==> config.mk <==
export PLATFORM = sky130hd
export DESIGN_NAME = irqx_aggregator
export DESIGN_NICKNAME = d
export VERILOG_FILES = /design/src/rtl/irqx_pkg.sv /design/src/rtl/irqx_sync.sv /design/src/rtl/irqx_decode.sv /design/src/rtl/irqx_pending.sv /design/src/rtl/irqx_mask.sv /design/src/rtl/irqx_aggregator.sv
export SDC_FILE = /design/constraint.sdc
export NUM_CORES = 1
export LEC_CHECK = 0
export ABC_AREA = 0
export CORE_MARGIN = 1.5
export CORE_UTILIZATION = 30
export DETAILED_ROUTE_END_ITERATION = 10
export HOLD_SLACK_MARGIN = 0.08
export PLACE_DENSITY = 0.61
export SYNTH_ARGS = -nofsm -noshare
export SYNTH_HDL_FRONTEND = slang
export SYNTH_SLANG_ARGS = --single-unit
==> constraint.sdc <==
create_clock -name clk -period 1.82 [get_ports clk]
set_input_delay 0.364 -clock clk [delete_from_list [all_inputs] [get_ports clk]]
set_output_delay 0.364 -clock clk [all_outputs]
set_load 0.03 [all_outputs]
==> src/rtl/irqx_pkg.sv <==
package irqx_pkg;

  // Register byte offsets. The host software decodes these, so they are fixed.
  localparam logic [7:0] OFS_PEND = 8'h16;
  localparam logic [7:0] OFS_LIVE = 8'h18;
  localparam logic [7:0] OFS_MSET = 8'h1A;
  localparam logic [7:0] OFS_MCLR = 8'h1C;

  typedef enum logic [2:0] {
    SEL_NONE = 3'd0,
    SEL_PEND = 3'd1,
    SEL_LIVE = 3'd2,
    SEL_MSET = 3'd3,
    SEL_MCLR = 3'd4
  } regsel_e;

endpackage

==> src/rtl/irqx_sync.sv <==
module irqx_sync #(
  parameter int W      = 16,
  parameter int STAGES = 2
) (
  input  logic         clk,
  input  logic         rst_n,
  input  logic [W-1:0] async_in,
  output logic [W-1:0] sync_out
);
  localparam int LAST = STAGES - 1;

  logic [W-1:0] stg [STAGES];

  always_ff @(posedge clk) begin
    if (!rst_n) stg[0] <= '0;
    else        stg[0] <= async_in;
  end

  for (genvar s = 1; s < STAGES; s++) begin : g_stage
    always_ff @(posedge clk) begin
      if (!rst_n) stg[s] <= '0;
      else        stg[s] <= stg[s-1];
    end
  end

  assign sync_out = stg[LAST];
endmodule

==> src/rtl/irqx_decode.sv <==
module irqx_decode
  import irqx_pkg::*;
#(
  parameter int ADDR_W = 8
) (
  input  logic [ADDR_W-1:0] addr,
  output regsel_e           sel
);
  localparam logic [ADDR_W-1:0] A_PEND = ADDR_W'(OFS_PEND);
  localparam logic [ADDR_W-1:0] A_LIVE = ADDR_W'(OFS_LIVE);
  localparam logic [ADDR_W-1:0] A_MSET = ADDR_W'(OFS_MSET);
  localparam logic [ADDR_W-1:0] A_MCLR = ADDR_W'(OFS_MCLR);

  always_comb begin
    unique case (addr)
      A_PEND:  sel = SEL_PEND;
      A_LIVE:  sel = SEL_LIVE;
      A_MSET:  sel = SEL_MSET;
      A_MCLR:  sel = SEL_MCLR;
      default: sel = SEL_NONE;
    endcase
  end
endmodule

==> src/rtl/irqx_pending.sv <==
module irqx_pending #(
  parameter int W = 16
) (
  input  logic         clk,
  input  logic         rst_n,
  input  logic [W-1:0] level,
  input  logic [W-1:0] ack,
  output logic [W-1:0] pend
);
  // Per-line sticky bit: a high level sets it, an ack clears it, and set beats clear.
  for (genvar i = 0; i < W; i++) begin : g_bit
    always_ff @(posedge clk) begin
      if (!rst_n)        pend[i] <= 1'b0;
      else if (level[i]) pend[i] <= 1'b1;
      else if (ack[i])   pend[i] <= 1'b0;
    end
  end
endmodule

==> src/rtl/irqx_mask.sv <==
module irqx_mask #(
  parameter int W = 16
) (
  input  logic         clk,
  input  logic         rst_n,
  input  logic [W-1:0] set_bits,
  input  logic [W-1:0] clr_bits,
  output logic [W-1:0] enable
);
  always_ff @(posedge clk) begin
    if (!rst_n) enable <= '0;
    else        enable <= (enable | set_bits) & ~clr_bits;
  end
endmodule

==> src/rtl/irqx_aggregator.sv <==
module irqx_aggregator
  import irqx_pkg::*;
#(
  parameter int N_LINES     = 16,
  parameter int ADDR_W      = 8,
  parameter int SYNC_STAGES = 2
) (
  input  logic               clk,
  input  logic               rst_n,
  input  logic [N_LINES-1:0] irq_in,
  input  logic [ADDR_W-1:0]  bus_addr,
  input  logic [N_LINES-1:0] bus_wdata,
  input  logic               bus_wr,
  input  logic               bus_rd,
  output logic [N_LINES-1:0] bus_rdata,
  output logic               host_irq
);
  localparam logic [N_LINES-1:0] ZERO = '0;

  regsel_e            sel;
  logic [N_LINES-1:0] sync_lvl;
  logic [N_LINES-1:0] status_q;
  logic [N_LINES-1:0] mask_q;
  logic [N_LINES-1:0] ack_v, mset_v, mclr_v;
  logic [N_LINES-1:0] rd_mux;

  irqx_decode #(.ADDR_W(ADDR_W)) u_dec (
    .addr (bus_addr),
    .sel  (sel)
  );

  irqx_sync #(.W(N_LINES), .STAGES(SYNC_STAGES)) u_sync (
    .clk      (clk),
    .rst_n    (rst_n),
    .async_in (irq_in),
    .sync_out (sync_lvl)
  );

  assign ack_v  = (bus_wr && sel == SEL_PEND) ? bus_wdata : ZERO;
  assign mset_v = (bus_wr && sel == SEL_MSET) ? bus_wdata : ZERO;
  assign mclr_v = (bus_wr && sel == SEL_MCLR) ? bus_wdata : ZERO;

  irqx_pending #(.W(N_LINES)) u_pend (
    .clk   (clk),
    .rst_n (rst_n),
    .level (sync_lvl),
    .ack   (ack_v),
    .pend  (status_q)
  );

  irqx_mask #(.W(N_LINES)) u_mask (
    .clk      (clk),
    .rst_n    (rst_n),
    .set_bits (mset_v),
    .clr_bits (mclr_v),
    .enable   (mask_q)
  );

  always_comb begin
    unique case (sel)
      SEL_PEND:          rd_mux = status_q;
      SEL_LIVE:          rd_mux = sync_lvl;
      SEL_MSET, SEL_MCLR: rd_mux = mask_q;
      default:           rd_mux = ZERO;
    endcase
  end

  always_ff @(posedge clk) begin
    if (!rst_n)      bus_rdata <= ZERO;
    else if (bus_rd) bus_rdata <= rd_mux;
  end

  assign host_irq = |(status_q & mask_q);
endmodule

==> flow_results.xml, run 1 <==
<?xml version="1.0" encoding="UTF-8"?>
<metrics>
  <group name="run_status">
    <metric name="run_status" unit="">finished with violations</metric>
    <metric name="violations" unit="">setup timing</metric>
  </group>
  <group name="timing">
    <metric name="setup_viol" unit="">1</metric>
    <metric name="finalHoldViolCount" unit="">0</metric>
    <metric name="slew_violations" unit="">0</metric>
    <metric name="final_critical_path_setup_slack" unit="ns">-0.0448</metric>
    <metric name="min_period" unit="ns">1.86</metric>
    <metric name="grt_setup_unrepaired" unit="">yes</metric>
    <metric name="totalNegativeSetupSlack" unit="ns">-0.0448</metric>
    <metric name="worst_case_headroom_to_the_max_slew_limit" unit="%">74.3</metric>
    <metric name="maxClockFrequency" unit="GHz">0.536</metric>
    <metric name="skew" unit="ns">0.00781</metric>
    <metric name="post-route-period-util" unit="%">102</metric>
    <metric name="fin_worst_hold_slack" unit="ns">0.431</metric>
    <metric name="timing_worst_slew_pin_value" unit="ns">0.385</metric>
  </group>
  <group name="yosys">
    <metric name="synth_top_cells_by_count" unit="">80 x sky130_fd_sc_hd__dfxtp_1, 32 x sky130_fd_sc_hd__and2_1, 20 x sky130_fd_sc_hd__a22o_1</metric>
    <metric name="fraction_of_post_synthesis_cell_area_in_the_top_cell_type_by_area" unit="%">54.6</metric>
    <metric name="synth-main-ff-cell" unit="">sky130_fd_sc_hd__dfxtp_1</metric>
    <metric name="synth.area.top_cells" unit="">sky130_fd_sc_hd__dfxtp_1 55%, sky130_fd_sc_hd__and2_1 6.8%, sky130_fd_sc_hd__a22o_1 6.0%, sky130_fd_sc_hd__a211oi_1 4.1%, sky130_fd_sc_hd__a22oi_1 4.1%</metric>
    <metric name="synth_top_cell_by_area" unit="">sky130_fd_sc_hd__dfxtp_1</metric>
    <metric name="share_of_async_settable_or_async_resettable_flops_after_synthesis" unit="%">0</metric>
    <metric name="syn_area" unit="um^2">2940</metric>
    <metric name="yosysWarnings" unit="">0</metric>
    <metric name="synth.distinct_cells" unit="">31</metric>
    <metric name="syn-mean-instance-area" unit="um^2">10.4</metric>
    <metric name="netlist_instances" unit="">281</metric>
    <metric name="synth.most_common_cell" unit="">sky130_fd_sc_hd__dfxtp_1</metric>
    <metric name="number_of_synthesized_register_bits" unit="">80</metric>
    <metric name="syn_nets" unit="">325</metric>
    <metric name="ys_seq_area_share" unit="%">54.6</metric>
    <metric name="synth_edf_count" unit="">0</metric>
  </group>
  <group name="place">
    <metric name="placed_area" unit="um^2">3980</metric>
    <metric name="post-dp-hpwl" unit="um">5120</metric>
    <metric name="gp_congestion" unit="">0.819</metric>
    <metric name="io_buffers" unit="">60</metric>
  </group>
  <group name="critical_path">
    <metric name="crit_required" unit="ns">1.46</metric>
    <metric name="reg2reg_from" unit="">u_pend.pend[1]</metric>
    <metric name="critPathMaxFanout" unit="">3</metric>
    <metric name="start_kind" unit="">register</metric>
    <metric name="critPathCaptureType" unit="">output port</metric>
    <metric name="r2r_cells" unit="">4</metric>
    <metric name="criticalPathCategory" unit="">register to output port</metric>
    <metric name="worstPathArrival" unit="ns">1.50</metric>
    <metric name="ff2ff_setup_slack" unit="ns">0.70</metric>
    <metric name="reg2reg_to" unit="">bus_rdata[1]</metric>
  </group>
  <group name="power_and_ir_drop">
    <metric name="swShare" unit="%">21.8</metric>
    <metric name="clkPwrFrac" unit="%">40.2</metric>
    <metric name="power.share.combinational" unit="%">7.5</metric>
    <metric name="internal-power" unit="mW">2.73</metric>
    <metric name="total_power_density_per_cell_area" unit="nW/um^2">819</metric>
    <metric name="worst_ir_drop_vdd" unit="uV">451</metric>
    <metric name="power_switching" unit="mW">0.762</metric>
    <metric name="share_seq_of_total_power" unit="%">52.3</metric>
    <metric name="p_leak" unit="nW">1.56</metric>
  </group>
  <group name="hold_path">
    <metric name="timing.hold.worst.class" unit="">register to register</metric>
    <metric name="holdPathStages" unit="">1</metric>
    <metric name="whs_endpoint" unit="">u_sync.stg[1][6]</metric>
    <metric name="worst_hold_startpoint" unit="">u_sync.stg[0][6]</metric>
  </group>
  <group name="finish">
    <metric name="area.growth.synth_to_final" unit="%">45.5</metric>
    <metric name="finish.net_count" unit="">419</metric>
    <metric name="design_area" unit="um^2">4270</metric>
    <metric name="post_route_cells_drive_above_1_share" unit="%">19.3</metric>
    <metric name="antennaDiodeCount" unit="">0</metric>
  </group>
  <group name="global_routing">
    <metric name="overflow" unit="">0</metric>
    <metric name="grt_antenna_before_repair" unit="">0</metric>
    <metric name="track_usage" unit="%">14.5</metric>
    <metric name="grt_pass1_wl" unit="um">11300</metric>
    <metric name="number_of_global_route_vias_before_repair" unit="">2209</metric>
    <metric name="largest_net_degree_at_the_start_of_global_routing" unit="">49</metric>
  </group>
  <group name="die">
    <metric name="die_h" unit="um">102</metric>
    <metric name="initial_core_util" unit="%">31.3</metric>
    <metric name="placeableCoreArea" unit="um^2">9370</metric>
    <metric name="die-area" unit="um^2">10400</metric>
    <metric name="floorplan.rows" unit="">35</metric>
    <metric name="floorplan.io_pins" unit="">61</metric>
    <metric name="dieWidth" unit="um">102</metric>
  </group>
  <group name="route">
    <metric name="detailroute.via_count" unit="">2305</metric>
    <metric name="viasPerCell" unit="">4.54</metric>
    <metric name="detail_route.first_pass.iterations" unit="">4</metric>
    <metric name="drc_errors" unit="">0</metric>
    <metric name="detailedRoute.firstIterationViolations" unit="">74</metric>
    <metric name="total_routed_length" unit="um">7110</metric>
    <metric name="route.detailed.wl_per_inst" unit="um">14.0</metric>
    <metric name="route.antenna.remaining_nets" unit="">0</metric>
  </group>
  <group name="clock_tree">
    <metric name="htreeDepth" unit="">3</metric>
    <metric name="cts_tree" unit="">built</metric>
    <metric name="clock_tree.buffer_depth" unit="">2</metric>
    <metric name="clockRootBuffer" unit="">sky130_fd_sc_hd__clkbuf_8</metric>
    <metric name="cts_buffers" unit="">9</metric>
    <metric name="clkLatencyLatePin" unit="ns">0.35</metric>
    <metric name="clk_pin_slew_worst_paths" unit="ns">0.08</metric>
    <metric name="cts_sinks" unit="">80</metric>
  </group>
  <group name="flow_run">
    <metric name="cap_viol_max_count" unit="">0</metric>
  </group>
</metrics>
through the flow:
| step | std cells | setup WS (ns) | total power [mW] | utilization [%] |
|---|---|---|---|---|
| floorplan | 281 | -0.115 | 1.95 | - |
| global placement | 492 | -0.580 | 2.12 | 42.5 |
| detailed placement | 492 | -0.646 | 2.13 | 42.5 |
| CTS | 508 | -0.0604 | 3.54 | 45.4 |
| global route | 508 | -0.130 | 3.65 | 45.6 |
| finish | 508 | -0.0448 | 3.50 | 45.6 |
state kept, by name, summed over array words and instances, names as in the netlist:
register,cells
u_mask.enable,16
u_pend.pend,16
bus_rdata,16
u_sync.stg,32
routing by layer:
layer	routed length (um)	part of all wire [%]	track usage (%)	up-vias
met5	0	0	0	-
met4	46	0.65	3.79	0
met3	463	6.5	4.45	6
met2	3190	45	22.5	74
met1	3410	48	19.7	1010
li1	-	-	-	1215
worst max-delay path: stages (launching register included):
cell,delay [ns]
sky130_fd_sc_hd__dfxtp_1,0.33
sky130_fd_sc_hd__a22o_1,0.23
sky130_fd_sc_hd__a221oi_1,0.23
sky130_fd_sc_hd__nand4_1,0.19
sky130_fd_sc_hd__buf_6,0.18
cell usage in the layout (no fill, tap or decap), types with 2 or more instances in the layout:
master                            count
sky130_fd_sc_hd__a211oi_1            16
sky130_fd_sc_hd__a21boi_0             7
sky130_fd_sc_hd__a21boi_1             9
sky130_fd_sc_hd__a21oi_1             16
sky130_fd_sc_hd__a221oi_2             3
sky130_fd_sc_hd__a22o_1              20
sky130_fd_sc_hd__a22oi_1             14
sky130_fd_sc_hd__a22oi_2              2
sky130_fd_sc_hd__and2_1              32
sky130_fd_sc_hd__buf_12               5
sky130_fd_sc_hd__buf_4               32
sky130_fd_sc_hd__bufinv_16            2
sky130_fd_sc_hd__clkbuf_8             9
sky130_fd_sc_hd__clkdlybuf4s15_1      3
sky130_fd_sc_hd__clkdlybuf4s50_1     53
sky130_fd_sc_hd__dfxtp_1             80
sky130_fd_sc_hd__dlymetal6s2s_1       2
sky130_fd_sc_hd__inv_1               16
sky130_fd_sc_hd__inv_6                2
sky130_fd_sc_hd__nand2_1              2
sky130_fd_sc_hd__nand3b_1             2
sky130_fd_sc_hd__o21a_1              16
sky130_fd_sc_hd__o21ai_1              9
sky130_fd_sc_hd__o21ai_2              7
sky130_fd_sc_hd__or4b_4               3
power by group through the flow:
stage,Clock (mW),Sequential (mW),Combinational (mW)
floorplan,0,1.86,0.0926
global placement,0,1.87,0.256
detailed placement,0,1.87,0.260
CTS,1.45,1.83,0.264
global route,1.53,1.83,0.285
finish,1.41,1.83,0.262
cell families after synthesis:
| group | after synthesis | synth area share (%) |
|---|---|---|
| simple gates | 47 | 11.4 |
| xor+xnor | 2 | 0.597 |
| compound gates | 120 | 29.0 |
| flops | 80 | 54.6 |
| buf+inv | 32 | 4.48 |
layout make-up:
cell class | count | area, um^2
inverters | 17 | 63.8
clock buffers | 9 | 124
multi-input cells | 170 | 1280
well taps | 129 | 161
fillers | 944 | 5100
repair buffers | 97 | 946
clock inverters | 6 | 91.3
flip-flops and latches | 80 | 1600
how the worst max path moves through the flow:
stage,startpoint,end,slack [ns]
3_3_place_gp,bus_addr[0],bus_rdata[14],-0.58
5_1_grt,u_pend.pend[6],host_irq,-0.13
4_1_cts,u_pend.pend[6],host_irq,-0.06
3_5_place_dp,bus_addr[0],bus_rdata[1],-0.65
6_report,u_mask.enable[3],host_irq,-0.04
2_1_floorplan,bus_addr[0],bus_rdata[10],-0.12
timing repair:
action	CTS	global route
resized for setup	30	5
setup buffers	0	0
pin swaps	8	5
setup endpoints to repair	49	9
gates cloned	1	0
hold buffers	0	0
Note: power is estimated with default switching activity, not from simulation.
==> inputs of run 2 (changes only) <==
Settings changed: CORE_UTILIZATION 30 to 50, DONT_BUFFER_PORTS from default to 1, PLACE_DENSITY 0.61 to 0.76.
==> run 2 against run 1 <==
Effect of this change:
- the run still ends with setup timing left
- combinational power decreased by 61%
- final cell count decreased by 28%
- routed wire length decreased by 15%
- highest routed layer unchanged
==> flow_results.xml, run 2 (synthesized netlist as in run 1, its figures left out) <==
<?xml version="1.0" encoding="UTF-8"?>
<metrics>
  <group name="run_status">
    <metric name="run_status" unit="">finished with violations</metric>
    <metric name="violations" unit="">setup timing</metric>
  </group>
  <group name="die">
    <metric name="dieWidth" unit="um">79.6</metric>
    <metric name="floorplan.io_pins" unit="">61</metric>
    <metric name="die_h" unit="um">79.6</metric>
    <metric name="floorplan.rows" unit="">27</metric>
    <metric name="placeableCoreArea" unit="um^2">5570</metric>
    <metric name="initial_core_util" unit="%">52.7</metric>
    <metric name="die-area" unit="um^2">6340</metric>
  </group>
  <group name="clock_tree">
    <metric name="clock_tree.buffer_depth" unit="">2</metric>
    <metric name="clk_pin_slew_worst_paths" unit="ns">0.08</metric>
    <metric name="clkLatencyLatePin" unit="ns">0.35</metric>
    <metric name="htreeDepth" unit="">3</metric>
    <metric name="cts_sinks" unit="">80</metric>
    <metric name="cts_tree" unit="">built</metric>
    <metric name="cts_hold_buf" unit="">0</metric>
    <metric name="cts_buffers" unit="">9</metric>
    <metric name="clockRootBuffer" unit="">sky130_fd_sc_hd__clkbuf_8</metric>
  </group>
  <group name="global_routing">
    <metric name="met2_usage" unit="%">30.3</metric>
    <metric name="grt_pass1_wl" unit="um">9720</metric>
    <metric name="largest_net_degree_at_the_start_of_global_routing" unit="">51</metric>
    <metric name="track_usage" unit="%">20.5</metric>
    <metric name="met3_usage" unit="%">6.17</metric>
    <metric name="number_of_global_route_vias_before_repair" unit="">1926</metric>
    <metric name="overflow" unit="">0</metric>
    <metric name="gr-max-usage-layer" unit="">met2</metric>
    <metric name="grt_antenna_before_repair" unit="">0</metric>
    <metric name="grt.met1_usage" unit="%">27.6</metric>
  </group>
  <group name="power_and_ir_drop">
    <metric name="internal-power" unit="mW">2.46</metric>
    <metric name="worst_ir_drop_vdd" unit="uV">528</metric>
    <metric name="total_power_density_per_cell_area" unit="nW/um^2">959</metric>
    <metric name="p_total" unit="mW">3.16</metric>
    <metric name="share_seq_of_total_power" unit="%">57.9</metric>
    <metric name="clkPwrFrac" unit="%">38.9</metric>
    <metric name="p_leak" unit="nW">1.15</metric>
    <metric name="swShare" unit="%">22.0</metric>
    <metric name="power_switching" unit="mW">0.696</metric>
    <metric name="power.share.combinational" unit="%">3.2</metric>
  </group>
  <group name="finish">
    <metric name="fin_cells" unit="">368</metric>
    <metric name="post_route_cells_drive_above_1_share" unit="%">14.9</metric>
    <metric name="finish.net_count" unit="">335</metric>
    <metric name="most_frequent_cells_in_the_layout" unit="">76 x sky130_fd_sc_hd__dfxtp_1, 32 x sky130_fd_sc_hd__and2_1, 20 x sky130_fd_sc_hd__a22o_1</metric>
    <metric name="largest_reg_flops" unit="">32</metric>
    <metric name="antennaDiodeCount" unit="">0</metric>
    <metric name="area.growth.synth_to_final" unit="%">12.3</metric>
    <metric name="design_area" unit="um^2">3300</metric>
    <metric name="layout_commonest_cell" unit="">sky130_fd_sc_hd__dfxtp_1</metric>
    <metric name="finish.utilization" unit="%">59.1</metric>
    <metric name="registers.top_by_ff_count" unit="">u_sync.stg</metric>
  </group>
  <group name="timing">
    <metric name="slew_violations" unit="">0</metric>
    <metric name="post-route-period-util" unit="%">101</metric>
    <metric name="setup_viol" unit="">1</metric>
    <metric name="maxClockFrequency" unit="GHz">0.543</metric>
    <metric name="worst_case_headroom_to_the_max_slew_limit" unit="%">76.0</metric>
    <metric name="grt_setup_unrepaired" unit="">yes</metric>
    <metric name="timing_worst_slew_pin_value" unit="ns">0.360</metric>
    <metric name="skew" unit="ns">0.00902</metric>
    <metric name="totalNegativeSetupSlack" unit="ns">-0.0218</metric>
    <metric name="fin_worst_hold_slack" unit="ns">0.0895</metric>
    <metric name="finalHoldViolCount" unit="">0</metric>
    <metric name="final_critical_path_setup_slack" unit="ns">-0.0218</metric>
    <metric name="min_period" unit="ns">1.84</metric>
  </group>
  <group name="place">
    <metric name="post-dp-hpwl" unit="um">4240</metric>
    <metric name="placed_area" unit="um^2">3070</metric>
    <metric name="io_buffers" unit="">0</metric>
    <metric name="gp_congestion" unit="">0.822</metric>
    <metric name="worst_case_setup_slack_after_placement" unit="ns">-0.120</metric>
    <metric name="dp.cells" unit="">351</metric>
  </group>
  <group name="route">
    <metric name="route.antenna.remaining_nets" unit="">0</metric>
    <metric name="route.detailed.wl_per_inst" unit="um">16.4</metric>
    <metric name="drc_errors" unit="">0</metric>
    <metric name="viasPerCell" unit="">5.63</metric>
    <metric name="detail_route.first_pass.iterations" unit="">5</metric>
    <metric name="detailedRoute.firstIterationViolations" unit="">183</metric>
    <metric name="total_routed_length" unit="um">6050</metric>
    <metric name="detailroute.via_count" unit="">2071</metric>
  </group>
  <group name="critical_path">
    <metric name="cpMaxStageDelayCell" unit="">sky130_fd_sc_hd__dfxtp_2</metric>
    <metric name="crit_required" unit="ns">1.46</metric>
    <metric name="worstPathArrival" unit="ns">1.48</metric>
    <metric name="critPathMaxFanout" unit="">3</metric>
    <metric name="start_kind" unit="">register</metric>
    <metric name="criticalPathCategory" unit="">register to output port</metric>
    <metric name="cells_along_the_critical_path" unit="">a22o_1 &gt; a221oi_2 &gt; nand4_1 &gt; buf_6</metric>
    <metric name="critPathCaptureType" unit="">output port</metric>
    <metric name="critical-path-max-stage-delay" unit="ns">0.33</metric>
  </group>
  <group name="flow_run">
    <metric name="cap_viol_max_count" unit="">0</metric>
  </group>
  <group name="hold_path">
    <metric name="timing.hold.worst.class" unit="">input port to register</metric>
  </group>
</metrics>
run 2: path summary, 6_finish.rpt:
path              cells past startpoint               end  slack [ns]             start
setup reg to reg                      3     bus_rdata[14]        0.79   u_pend.pend[14]
hold / removal                        1  u_mask.enable[7]        0.09      bus_wdata[7]
setup / recovery                      4          host_irq       -0.02    u_pend.pend[6]
hold reg to reg                       1  u_sync.stg[1][6]        0.43  u_sync.stg[0][6]
run 2: routing by layer:
metal	wire (um)	up-vias
met3	610	12
li1	-	1044
met5	0	-
met2	2630	96
met4	106	0
met1	2710	919
run 2: worst max-delay path: cells and delay by family, from the launching register on:
family | cells | cell delay, ns
AO/OA/AOI/OAI | 2 | 0.46
buffers and inverters | 1 | 0.18
flip-flops | 1 | 0.33
AND/OR/NAND/NOR | 1 | 0.17
run 2: layout make-up:
class	count	area [um^2]
Fill cell	494	2280
Clock inverter	4	27.5
Multi-Input combinational cell	169	1230
Sequential cell	80	1610
Clock buffer	12	165
Timing Repair Buffer	14	109
Inverter	17	63.8
Tap cell	72	90.1
run 2: power groups by stage:
stage               Clock [mW]  Combinational, mW  Sequential (mW)
CTS                       1.25              0.102             1.83
global route              1.34              0.114             1.84
finish                    1.23              0.102             1.83
global placement             0             0.0991             1.87
detailed placement           0              0.102             1.87
floorplan                    0             0.0926             1.86
run 2: repair_timing:
action,4_1_cts,5_1_grt
gates resized for setup,6,2
endpoints found under the setup margin,1,1
buffers inserted,0,1
pin swaps,2,1
